[src/rtl/pwc_pkg.sv]
package pwc_pkg;
  localparam logic [1:0] MODE_CAPTURE = 2'b10;
  localparam int NUM_PH = 2;
  localparam int PH_LO = 0;
  localparam int PH_HI = 1;
endpackage

[src/rtl/pwc_input.sv]
module pwc_input #(
  parameter int NUM_CH = 8,
  parameter int SEL_W = 3,
  parameter int SYNC_STAGES = 2,
  parameter int WIN_W = 6
) (
  input  logic              clk,
  input  logic              rst_n,
  input  logic [NUM_CH-1:0] pin_in,
  input  logic [SEL_W-1:0]  src_sel,
  input  logic              filt_en,
  input  logic [WIN_W-1:0]  filt_win,
  output logic              sync_lvl,
  output logic              filt_lvl
);
  // true when the level has been held long enough to be accepted
  function automatic logic window_met(input logic en, input logic [WIN_W-1:0] held,
                                      input logic [WIN_W-1:0] win);
    logic [WIN_W:0] seen;
    seen = {1'b0, held} + 1'b1;
    return !en || (seen >= {1'b0, win});
  endfunction

  logic sel_pin;
  assign sel_pin = ({1'b0, src_sel} < (SEL_W+1)'(NUM_CH)) ? pin_in[src_sel] : 1'b0;

  logic [SYNC_STAGES:0] chain;
  assign chain[0] = sel_pin;

  for (genvar g = 0; g < SYNC_STAGES; g++) begin : g_sync
    logic stage_q;
    always_ff @(posedge clk) begin
      if (!rst_n) stage_q <= 1'b0;
      else        stage_q <= chain[g];
    end
    assign chain[g+1] = stage_q;
  end

  assign sync_lvl = chain[SYNC_STAGES];

  logic [WIN_W-1:0] held_q;
  logic             filt_q;
  logic             differs;
  assign differs = sync_lvl != filt_q;

  always_ff @(posedge clk) begin
    if (!rst_n) begin
      filt_q <= 1'b0;
      held_q <= '0;
    end else if (differs && window_met(filt_en, held_q, filt_win)) begin
      filt_q <= sync_lvl;
      held_q <= '0;
    end else if (differs) begin
      held_q <= held_q + 1'b1;
    end else begin
      held_q <= '0;
    end
  end

  assign filt_lvl = filt_q;
endmodule

[src/rtl/pwc_phase.sv]
module pwc_phase
  import pwc_pkg::*;
#(
  parameter int CNT_W = 32
) (
  input  logic                         clk,
  input  logic                         rst_n,
  input  logic                         active,
  input  logic                         level,
  output logic [NUM_PH-1:0][CNT_W-1:0] ph_res,
  output logic [NUM_PH-1:0][CNT_W-1:0] ph_run,
  output logic [NUM_PH-1:0]            ph_end
);
  function automatic logic [CNT_W-1:0] sat_inc(input logic [CNT_W-1:0] v);
    return (&v) ? v : v + 1'b1;
  endfunction

  logic prev_q;
  logic armed_q;
  logic lvl_edge;
  assign lvl_edge = level != prev_q;

  always_ff @(posedge clk) begin
    if (!rst_n) begin
      prev_q  <= 1'b0;
      armed_q <= 1'b0;
    end else begin
      prev_q <= level;
      if (!active)       armed_q <= 1'b0;
      else if (lvl_edge) armed_q <= 1'b1;
    end
  end

  // phase 0 measures low time, phase 1 measures high time
  for (genvar p = 0; p < NUM_PH; p++) begin : g_ph
    logic [CNT_W-1:0] run_q;
    logic [CNT_W-1:0] res_q;
    logic             done;
    assign done = active && armed_q && lvl_edge && (prev_q == 1'(p));

    always_ff @(posedge clk) begin
      if (!rst_n) begin
        run_q <= '0;
        res_q <= '0;
      end else begin
        if (!active)
          run_q <= '0;
        else if (level == 1'(p))
          run_q <= lvl_edge ? CNT_W'(1) : sat_inc(run_q);
        if (done) res_q <= run_q;
      end
    end

    assign ph_res[p] = res_q;
    assign ph_run[p] = run_q;
    assign ph_end[p] = done;
  end
endmodule

[src/rtl/pwc_status.sv]
module pwc_status
  import pwc_pkg::*;
(
  input  logic              clk,
  input  logic              rst_n,
  input  logic [NUM_PH-1:0] set_ev,
  input  logic [NUM_PH-1:0] clr_ev,
  input  logic [NUM_PH-1:0] irq_en,
  input  logic [NUM_PH-1:0] irq_mask,
  output logic [NUM_PH-1:0] status,
  output logic              irq
);
  function automatic logic gate_irq(input logic [NUM_PH-1:0] st, input logic [NUM_PH-1:0] en,
                                    input logic [NUM_PH-1:0] msk);
    return |(st & en & ~msk);
  endfunction

  logic [NUM_PH-1:0] st_q;
  always_ff @(posedge clk) begin
    if (!rst_n) st_q <= '0;
    else        st_q <= (st_q & ~clr_ev) | set_ev;
  end

  assign status = st_q;
  assign irq    = gate_irq(st_q, irq_en, irq_mask);
endmodule

[src/rtl/pulse_width_capture.sv]
module pulse_width_capture
  import pwc_pkg::*;
#(
  parameter int NUM_CH = 8,
  parameter int CNT_W = 32,
  parameter int WIN_W = 6,
  parameter int SYNC_STAGES = 2,
  localparam int SEL_W = (NUM_CH > 1) ? $clog2(NUM_CH) : 1
) (
  input  logic              clk,
  input  logic              rst_n,
  input  logic [1:0]        mode,
  input  logic [NUM_CH-1:0] pin_in,
  input  logic [SEL_W-1:0]  src_sel,
  input  logic              filt_en,
  input  logic [WIN_W-1:0]  filt_win,
  input  logic [1:0]        sts_clr,
  input  logic [1:0]        irq_en,
  input  logic [1:0]        irq_mask,
  output logic [CNT_W-1:0]  hi_count,
  output logic [CNT_W-1:0]  lo_count,
  output logic [1:0]        status,
  output logic              irq
);
  logic active;
  logic sync_lvl;
  logic filt_lvl;
  logic [NUM_PH-1:0][CNT_W-1:0] ph_res;
  logic [NUM_PH-1:0][CNT_W-1:0] ph_run;
  logic [NUM_PH-1:0]            ph_end;
  logic                         hi_latch;
  logic [CNT_W-1:0]             hi_run;

  assign active = mode == MODE_CAPTURE;

  pwc_input #(
    .NUM_CH(NUM_CH), .SEL_W(SEL_W), .SYNC_STAGES(SYNC_STAGES), .WIN_W(WIN_W)
  ) u_input (
    .clk(clk), .rst_n(rst_n), .pin_in(pin_in), .src_sel(src_sel),
    .filt_en(filt_en), .filt_win(filt_win), .sync_lvl(sync_lvl), .filt_lvl(filt_lvl)
  );

  pwc_phase #(.CNT_W(CNT_W)) u_phase (
    .clk(clk), .rst_n(rst_n), .active(active), .level(filt_lvl),
    .ph_res(ph_res), .ph_run(ph_run), .ph_end(ph_end)
  );

  pwc_status u_status (
    .clk(clk), .rst_n(rst_n), .set_ev(ph_end), .clr_ev(sts_clr),
    .irq_en(irq_en), .irq_mask(irq_mask), .status(status), .irq(irq)
  );

  assign hi_count = ph_res[PH_HI];
  assign lo_count = ph_res[PH_LO];
  assign hi_latch = ph_end[PH_HI];
  assign hi_run   = ph_run[PH_HI];
endmodule

[config.mk]
export PLATFORM = sky130hd
export DESIGN_NAME = pulse_width_capture
export DESIGN_NICKNAME = d
export VERILOG_FILES = /design/src/rtl/pwc_pkg.sv /design/src/rtl/pwc_input.sv /design/src/rtl/pwc_phase.sv /design/src/rtl/pwc_status.sv /design/src/rtl/pulse_width_capture.sv
export SDC_FILE = /design/constraint.sdc
export NUM_CORES = 1
export LEC_CHECK = 0
export BUFFER_PORTS_ARGS = -buffer_cell sky130_fd_sc_hd__buf_2
export CORE_MARGIN = 2
export CORE_UTILIZATION = 61
export DETAILED_ROUTE_END_ITERATION = 8
export PLACE_DENSITY = 0.9
export SYNTH_ARGS = -nofsm -noshare
export SYNTH_HDL_FRONTEND = slang
export SYNTH_SLANG_ARGS = --single-unit
[constraint.sdc]
create_clock -name clk -period 3.1 [get_ports clk]
set_input_delay 0.62 -clock clk [delete_from_list [all_inputs] [get_ports clk]]
set_output_delay 0.62 -clock clk [all_outputs]
set_load 0.02 [all_outputs]
==> impl_metrics.yaml, run 1 <==
finish:
  drive_gt1_frac: 0.184
  instances_no_fill: 985
  area_growth_pct: 18.2
  antennaDiodeCount: 0
  num-fill-cells: 691
  fin_nets: 873
routing:
  drt_iter0_markers: 457
  drt-total-wl_mm: 16.3
  via_per_inst: 6.22
  drc_errors: 0
  ant_nets: 0
  wl_per_cell_um: 16.6
  vias: 6123
  first_pass_iters: 6
power_and_ir_drop:
  total_power_uw: 4140
  p_leak_uw: 0.00272
  peakVddDrop_v: 0.000393
  swShare: 0.204
  pwr_density_cell_mw_per_mm2: 548
  p_int_uw: 3290
  p_sw_uw: 843
  p_comb_frac: 0.022
  clock_power_share: 0.538
  seqPwrFrac: 0.440
hold_path:
  worstHoldPathType: "in -> reg"
yosys:
  synth_largest_area_cell: "dfxtp_1"
  syn_inst: 756
  async_flop_share: 0
  synth.net_count: 793
  avgSynthCellArea_um2: 8.45
  syn_area_mm2: 0.00639
  seq_area_frac_synth: 0.442
  yosysWarnings: 0
  ys_seq_elements: 141
  ys.flop_type: "dfxtp_1"
  synth_edf_count: 0
  synth_top_area_frac: 0.442
  synth_top_cells_by_area: "dfxtp_1, nand2_1, a21boi_0"
  ys_types: 59
place:
  place.gp.congestion: 0.882
  dpl.hpwl_mm: 10.7
  dp_cells: 953
  io_buffers: 94
sta:
  slew_headroom: 0.384
  worst_pin_slew_ns: 0.918
  maxSlewViolCount: 0
  hold_viol_final: 0
  worst_hold_slack_ns: 0.364
  setup_violations: 0
  rsz0062_at_grt: "no"
  fin_setup_tns_ns: 0
  skew_ns: 0.00746
  max_freq_ghz: 0.372
  period_needed_ns: 2.69
  fin_crit_sh: 0.868
setup_path:
  arrival_ns: 3.15
  critPathKind: "reg -> reg"
  endpoint_kind: "flop"
  cp.required_ns: 3.56
  cp_cell_sequence: "xnor2_1 > nand4_1 > o31ai_2 > o21ai_0 > a21oi_1"
  startpoint_type: "flop"
  slowest_delay_ns: 0.89
  slowest_stage: "o31ai_2"
  worstPathMaxFanout: 16
grt:
  grt_pass1_wl_mm: 27.0
  grt_pass1_vias: 5766
  antenna_found_initial: 0
  grt_max_degree: 72
  gr-usage-all-layers: 0.296
  globalRoute.totalOverflow: 0
floorplanning:
  start_util: 0.624
  die-area_mm2: 0.0113
  io-pin-count: 95
  core.rowCount: 37
  die_h_um: 106
  core-area_mm2: 0.0102
  die_w_um: 106
clock_network:
  numCtsBuffers: 17
  clockBufferDepth: 2
  htreeDepth: 4
  cts.hold.buffers_added: 0
  clock_sinks: 141
  worstSkewPairLatency_ns: 0.53
  clk_pin_slew_ns: 0.06
  cts_setup_buffers: 0
  root_buffer: "clkbuf_8"
  ctsResizeCount: 0
  cts_tree: "yes"
flow_run:
  maxCapViolations: 0
outcome:
  status: "completed"
worst max-delay path: cells and delay by family, from the launching register on:
kind	cells	cell delay (ns)
flops	1	0.46
simple gates	1	0.39
compound gates	3	1.27
xor+xnor	1	0.48
power groups by stage:
stage / combinational (µW) / sequential (µW) / clock (µW)
floorplan: 59.8 / 1860 / 0
global placement: 84.3 / 1860 / 0
detailed placement: 87.7 / 1860 / 0
CTS: 88.7 / 1820 / 2240
global route: 98.0 / 1820 / 2310
finish: 89.3 / 1820 / 2230
cell usage in the layout (no fill, tap or decap), types with 5 or more instances in the layout:
master	netlist	final
a211oi_1	7	7
a21boi_0	67	67
a21oi_1	42	42
and3_1	6	6
and4_1	12	12
buf_2	5	94
buf_4	3	8
bufinv_16	0	5
clkbuf_16	0	16
dfxtp_1	141	141
ha_1	9	9
inv_1	12	12
nand2_1	170	170
nand2b_1	7	7
nand3_1	25	25
nand4_1	20	20
nor2_1	29	27
nor2b_1	7	7
nor3_1	5	5
nor4_1	6	6
o211ai_1	5	5
o21ai_0	23	23
o31ai_1	15	15
or3_1	19	19
or4_1	16	16
xnor2_1	10	10
xor2_1	7	7
cell type report:
class | instances | area, µm² | area share
tap | 136 | 170 | 0.0225
sequential | 141 | 2820 | 0.374
multi-input combinational | 561 | 3320 | 0.440
clock buffer | 19 | 442 | 0.0585
inverter | 13 | 48.8 | 0.00646
timing repair buffer | 102 | 531 | 0.0703
clock inverter | 13 | 213 | 0.0282
worst paths after layout:
kind | start | endpoint | slack (ns) | cells past startpoint
worst min-delay path | sts_clr[0] | u_status.status[0] | 0.36 | 3
worst max-delay path | u_input.filt_lvl | u_phase.g_ph[1].run_q[6] | 0.41 | 5
worst min register to register | u_input.g_sync[0].stage_q | u_input.sync_lvl | 0.44 | 1
worst max register to register | u_input.filt_lvl | u_phase.g_ph[1].run_q[6] | 0.41 | 5
cell families (layout without fill, tap and decap cells):
family | count (synthesis) | in the layout | synth area share
AO/OA/AOI/OAI | 184 | 184 | 0.195
multiplexers | 5 | 5 | 0.0118
adder cells (fa/ha/maj) | 9 | 9 | 0.0176
AND/OR/NAND/NOR | 346 | 346 | 0.271
buffers and inverters | 54 | 147 | 0.0390
flip-flops | 141 | 141 | 0.442
XOR/XNOR | 17 | 17 | 0.0233
synthesized netlist by cell type (9+ instances only):
cell type  instances
nand2_1          170
dfxtp_1          141
a21boi_0          67
a21oi_1           42
nor2_1            29
clkbuf_1          28
nand3_1           25
o21ai_0           23
nand4_1           20
or3_1             19
or4_1             16
o31ai_1           15
and4_1            12
inv_1             12
xnor2_1           10
ha_1               9
layer usage:
metal	wire, µm	global-route usage
met1	6570	0.359
met2	8190	0.511
met3	1220	0.0619
met4	360	0.116
met5	0	0
flip-flops by register name, indices dropped and copies added (netlist names):
register	count
u_phase.prev_q	1
u_input.g_sync.stage_q	1
u_phase.g_ph.run_q	64
u_input.sync_lvl	1
u_phase.armed_q	1
u_status.status	2
u_input.held_q	6
u_phase.g_ph.res_q	64
u_input.filt_lvl	1
stage by stage:
step	setup slack, ns	util	cell area, µm²
final	0.410	0.738	7550
after floorplan	1.05	-	6390
after global routing	0.134	0.738	7550
after global placement	0.752	0.674	6890
after detailed placement	0.489	0.674	6890
after CTS	0.452	0.738	7550
No activity file was read; power rests on OpenSTA's default activity.
==> run 2, diff against run 1 <==
--- a/config.mk
+++ b/config.mk
@@ -8,6 +8,7 @@
 export BUFFER_PORTS_ARGS = -buffer_cell sky130_fd_sc_hd__buf_2
 export CORE_MARGIN = 2
 export CORE_UTILIZATION = 61
+export CTS_BUF_LIST = sky130_fd_sc_hd__clkbuf_8 sky130_fd_sc_hd__clkbuf_16
 export DETAILED_ROUTE_END_ITERATION = 8
 export PLACE_DENSITY = 0.9
 export SYNTH_ARGS = -nofsm -noshare
==> constraint.sdc (replaced) <==
create_clock -name clk -period 3.1 [get_ports clk]
set_input_delay 0.155 -clock clk [delete_from_list [all_inputs] [get_ports clk]]
set_output_delay 0.155 -clock clk [all_outputs]
set_load 0.02 [all_outputs]
==> run 2 against run 1 <==
Compared with the run above: sequential share of layout area down 0.18 points; flip-flop and latch count did not move; first-iteration DRC count rose by 11%; via count is 1.1% lower; setup slack improved by 0.075 ns; sequential power is essentially flat; wire length decreased by 2.9%; utilization up 0.35 points; register-to-register slack better by 0.07 ns; total power up 1.0%.
==> impl_metrics.yaml, run 2 (synthesis gave the netlist of run 1 again) <==
finish:
  design_area_mm2: 0.00758
  antennaDiodeCount: 0
  largest_registers: "u_phase.g_ph.res_q x64, u_phase.g_ph.run_q x64, u_input.held_q x6"
  fin_nets: 876
  drive_gt1_frac: 0.181
  final_cell_mix: "nand2_1, dfxtp_1, buf_2, a21boi_0, a21oi_1"
  num-fill-cells: 722
  final_common_cell: "nand2_1"
  instances_no_fill: 988
  area_growth_pct: 18.7
sta:
  hold_viol_final: 0
  maxSlewViolCount: 0
  worst_pin_slew_ns: 0.909
  worst_hold_slack_ns: 0.0798
  fin_ws_ns: 0.484
  fin_setup_tns_ns: 0
  period_needed_ns: 2.62
  setup_violations: 0
  fin_crit_sh: 0.844
  skew_ns: 0.00695
  max_freq_ghz: 0.382
  rsz0062_at_grt: "no"
  slew_headroom: 0.390
setup_path:
  arrival_ns: 3.09
  cp.required_ns: 3.58
  worstPathMaxFanout: 16
  critPathBufInv: 0
  slowest_stage: "o31ai_2"
  cp_num_cells: 5
  critPathKind: "reg -> reg"
  startpoint_type: "flop"
  slowest_delay_ns: 0.89
  critical-path-top-delay-family: "compound AO/OA/AOI/OAI gates"
  endpoint_kind: "flop"
  cp_cell_sequence: "xnor2_1 > nand4_1 > o31ai_2 > o21ai_0 > a21oi_1"
  r2r.worst_path.cells: 5
clock_network:
  ctsResizeCount: 0
  worstSkewPairLatency_ns: 0.54
  clock_sinks: 141
  clk_pin_slew_ns: 0.06
  htreeDepth: 4
  clockBufferDepth: 2
  cts_tree: "yes"
  numCtsBuffers: 17
  root_buffer: "clkbuf_8"
routing:
  drc_errors: 0
  drt-total-wl_mm: 15.9
  via_per_inst: 6.13
  drt_iter0_markers: 508
  first_pass_iters: 5
  ant_nets: 0
  wl_per_cell_um: 16.1
  vias: 6057
floorplanning:
  die_h_um: 106
  die_w_um: 106
  start_util: 0.624
  io-pin-count: 95
  die-area_mm2: 0.0113
  core.rowCount: 37
  core-area_mm2: 0.0102
place:
  dp_slack_ns: 0.540
  dpl.hpwl_mm: 10.6
  placed_area_mm2: 0.00689
  io_buffers: 94
  dp_cells: 953
  place.gp.congestion: 0.869
power_and_ir_drop:
  p_leak_uw: 0.00274
  peakVddDrop_v: 0.000375
  pwr_density_cell_mw_per_mm2: 551
outcome:
  status: "completed"
hold_path:
  worstHoldPathType: "in -> reg"
  holdPathStages: 4
flow_run:
  maxCapViolations: 0
grt:
  grt_pass1_wl_mm: 26.2
  gr-usage-all-layers: 0.287
  antenna_found_initial: 0
  grt_pass1_vias: 5697
  globalRoute.totalOverflow: 0
  grt_max_degree: 72
-- run 2: worst paths after layout --
path / from / slack (ns) / endpoint
min: src_sel[1] / 0.08 / u_input.g_sync[0].stage_q
max reg2reg: u_input.filt_lvl / 0.48 / u_phase.g_ph[1].run_q[7]
min reg2reg: u_input.g_sync[0].stage_q / 0.43 / u_input.sync_lvl
max: u_input.filt_lvl / 0.48 / u_phase.g_ph[1].run_q[7]
-- run 2: metrics by stage --
stage	power, µW	util
6_report	4180	0.741
5_1_grt	4280	0.741
4_1_cts	4190	0.741
3_5_place_dp	1950	0.674
3_3_place_gp	1950	0.674
2_1_floorplan	1920	-
-- run 2: layer usage --
layer | GRT usage | vias up | wire, µm
met5 | 0 | - | 0
met4 | 0.129 | 0 | 421
met3 | 0.0632 | 46 | 1160
met2 | 0.490 | 297 | 7690
met1 | 0.346 | 2838 | 6600
li1 | - | 2876 | -
-- run 2: layout make-up --
class                      instances  area [µm²]  share of cell area
multi-input combinational        561        3320               0.438
sequential                       141        2820               0.372
timing repair buffer             105         561              0.0739
clock buffer                      17         414              0.0546
clock inverter                    15         246              0.0325
tap                              136         170              0.0224
inverter                          13        48.8             0.00643
-- run 2: timing repair --
action,4_1_cts,5_1_grt
setup buffers,0,0
hold buffers,3,0
endpoints found under the hold margin,3,0
endpoints found under the setup margin,0,0
-- run 2: power by group --
part | leakage (µW) | switching [µW] | internal [µW] | total (µW)
Combinational | 0.00129 | 49.1 | 43.6 | 92.7
Sequential | 0.00114 | 5.01 | 1820 | 1820
Clock | 0.000321 | 793 | 1470 | 2260
Total | 0.00274 | 848 | 3330 | 4180
-- run 2: worst register-to-register path: cells and delay by family, from the launching register on --
family | cells | cell delay [ns]
simple gates | 1 | 0.38
compound gates | 3 | 1.26
xor+xnor | 1 | 0.28
flops | 1 | 0.62
==> run 3, diff against run 2 <==
--- a/config.mk
+++ b/config.mk
@@ -7,10 +7,10 @@
 export LEC_CHECK = 0
 export BUFFER_PORTS_ARGS = -buffer_cell sky130_fd_sc_hd__buf_2
 export CORE_MARGIN = 2
-export CORE_UTILIZATION = 61
+export CORE_UTILIZATION = 57
 export CTS_BUF_LIST = sky130_fd_sc_hd__clkbuf_8 sky130_fd_sc_hd__clkbuf_16
 export DETAILED_ROUTE_END_ITERATION = 8
-export PLACE_DENSITY = 0.9
+export PLACE_DENSITY = 0.85
 export SYNTH_ARGS = -nofsm -noshare
 export SYNTH_HDL_FRONTEND = slang
 export SYNTH_SLANG_ARGS = --single-unit
==> constraint.sdc (replaced) <==
create_clock -name clk -period 2.7 [get_ports clk]
set_input_delay 0.135 -clock clk [delete_from_list [all_inputs] [get_ports clk]]
set_output_delay 0.135 -clock clk [all_outputs]
set_load 0.02 [all_outputs]
==> run 3 against run 2 <==
Compared with the run above: non-clock buffer count rose by 3; wire length up 1.0%; hold slack worse by 0.023 ns; first-iteration DRC count fell by 14%; global-route usage fell by 1.1 points; register-to-register slack got worse by 0.15 ns; clock skew up 0.00060 ns; die area is 6.7% higher.
==> impl_metrics.yaml, run 3 (synthesis gave the netlist of run 1 again) <==
clock_network:
  clock_sinks: 141
  htreeDepth: 4
  numCtsBuffers: 17
  worstSkewPairLatency_ns: 0.54
  root_buffer: "clkbuf_8"
  cts_tree: "yes"
  clockBufferDepth: 2
  clk_pin_slew_ns: 0.06
sta:
  setup_violations: 0
  fin_crit_sh: 0.878
  maxSlewViolCount: 0
  hold_viol_final: 0
  slew_headroom: 0.556
  skew_ns: 0.00755
  max_freq_ghz: 0.422
  rsz0062_at_grt: "no"
  fin_setup_tns_ns: 0
  worst_pin_slew_ns: 0.666
  period_needed_ns: 2.37
grt:
  globalRoute.totalOverflow: 0
  grt_max_degree: 72
  gr-usage-all-layers: 0.276
  grt_pass1_vias: 5656
  antenna_found_initial: 0
  grt_pass1_wl_mm: 26.2
floorplanning:
  die_h_um: 110
  die-area_mm2: 0.0121
  io-pin-count: 95
  core.rowCount: 38
  start_util: 0.587
  die_w_um: 110
  core-area_mm2: 0.0109
routing:
  vias: 5961
  drt_iter0_markers: 438
  via_per_inst: 5.99
  first_pass_iters: 5
  ant_nets: 0
  drt-total-wl_mm: 16.0
  drc_errors: 0
  wl_per_cell_um: 16.1
hold_path:
  holdPathStages: 4
  min_to: "u_input.g_sync[0].stage_q"
  worstHoldPathType: "in -> reg"
  worstHoldStart: "src_sel[1]"
setup_path:
  cp.required_ns: 3.17
  reg2reg_to: "u_input.held_q[2]"
  cp_cell_sequence: "ha_1 > nand3_1 > xnor2_1 > ha_1 > a2111oi_1 > o2111ai_1 > nor2b_1"
  slowest_stage: "a2111oi_1"
  crit_top_cell: "ha_1"
  endpoint_kind: "flop"
  critPathKind: "reg -> reg"
  slowest_delay_ns: 0.56
  r2r.worst_path.cells: 7
  worstPathMaxFanout: 6
  startpoint_type: "flop"
  arrival_ns: 2.84
  rrSetupSlack_ns: 0.33
  timing.rr.start: "u_input.held_q[0]"
outcome:
  status: "completed"
power_and_ir_drop:
  peakVddDrop_v: 0.000479
  pwr_density_cell_mw_per_mm2: 636
  p_leak_uw: 0.00277
place:
  dp_cells: 960
  dpl.hpwl_mm: 10.7
  place.gp.congestion: 0.925
  io_buffers: 94
finish:
  largest_registers: "u_phase.g_ph.res_q x64, u_phase.g_ph.run_q x64, u_input.held_q x6"
  final_common_cell: "nand2_1"
  fin_nets: 879
  final_cell_mix: "nand2_1, dfxtp_1, buf_2, a21boi_0, a21oi_1"
  antennaDiodeCount: 0
  instances_no_fill: 995
  area_growth_pct: 19.3
  drive_gt1_frac: 0.185
flow_run:
  maxCapViolations: 0
run 3: power breakdown:
part / internal (µW) / switching [µW] / leakage [µW]
combinational: 51.1 / 58.1 / 0.00130
clock: 1750 / 892 / 0.000332
sequential: 2090 / 6.19 / 0.00114
total: 3890 / 956 / 0.00277
run 3: what timing repair did:
action,in CTS,in global routing
hold buffers,3,0
gates resized for setup,0,1
endpoints found under the setup margin,0,6
hold endpoints to repair,3,0
setup buffers,0,0
run 3: per-stage QoR:
stage                     setup slack (ns)  power (µW)   util  hold WS (ns)  cell area [µm²]
final                                0.331        4850  0.700        0.0566             7620
after global routing                0.0611        4950  0.700        0.0805             7620
after CTS                            0.182        4850  0.700        0.0540             7620
after detailed placement             0.240        2240  0.636         0.424             6920
after global placement               0.432        2230  0.636         0.406             6920
after floorplan                      0.648        2200      -         0.308             6390
run 3: layout make-up:
class | count | area, µm²
Multi-Input combinational cell | 561 | 3320
Clock inverter | 12 | 215
Inverter | 13 | 48.8
Clock buffer | 20 | 455
Fill cell | 829 | 3260
Tap cell | 140 | 175
Sequential cell | 141 | 2820
Timing Repair Buffer | 108 | 583
run 3: worst max path at each step:
stage	start	endpoint	slack, ns	cells after the start
2_1_floorplan	u_phase.g_ph[0].run_q[0]	u_phase.g_ph[0].run_q[22]	0.65	7
3_3_place_gp	u_input.held_q[2]	u_input.held_q[4]	0.43	7
3_5_place_dp	u_input.held_q[2]	u_input.held_q[2]	0.24	7
4_1_cts	u_input.held_q[0]	u_input.held_q[2]	0.18	7
5_1_grt	u_input.filt_lvl	u_phase.g_ph[1].run_q[17]	0.06	5
6_report	u_input.held_q[0]	u_input.held_q[2]	0.33	7
run 3: critical path: cells and delay by family (launching register included):
family,cells,cell delay (ns)
adder cells (fa/ha/maj),2,0.41
AND/OR/NAND/NOR,2,0.32
AO/OA/AOI/OAI,2,0.99
XOR/XNOR,1,0.16
flip-flops,1,0.41
run 3: metal layers:
metal  vias up  routed length, µm  global-route usage
li1       2882                  -                   -
met1      2796               6540               0.337
met2       249               8010               0.457
met3        34               1110              0.0605
met4         0                365               0.136
met5         -                  0                   0
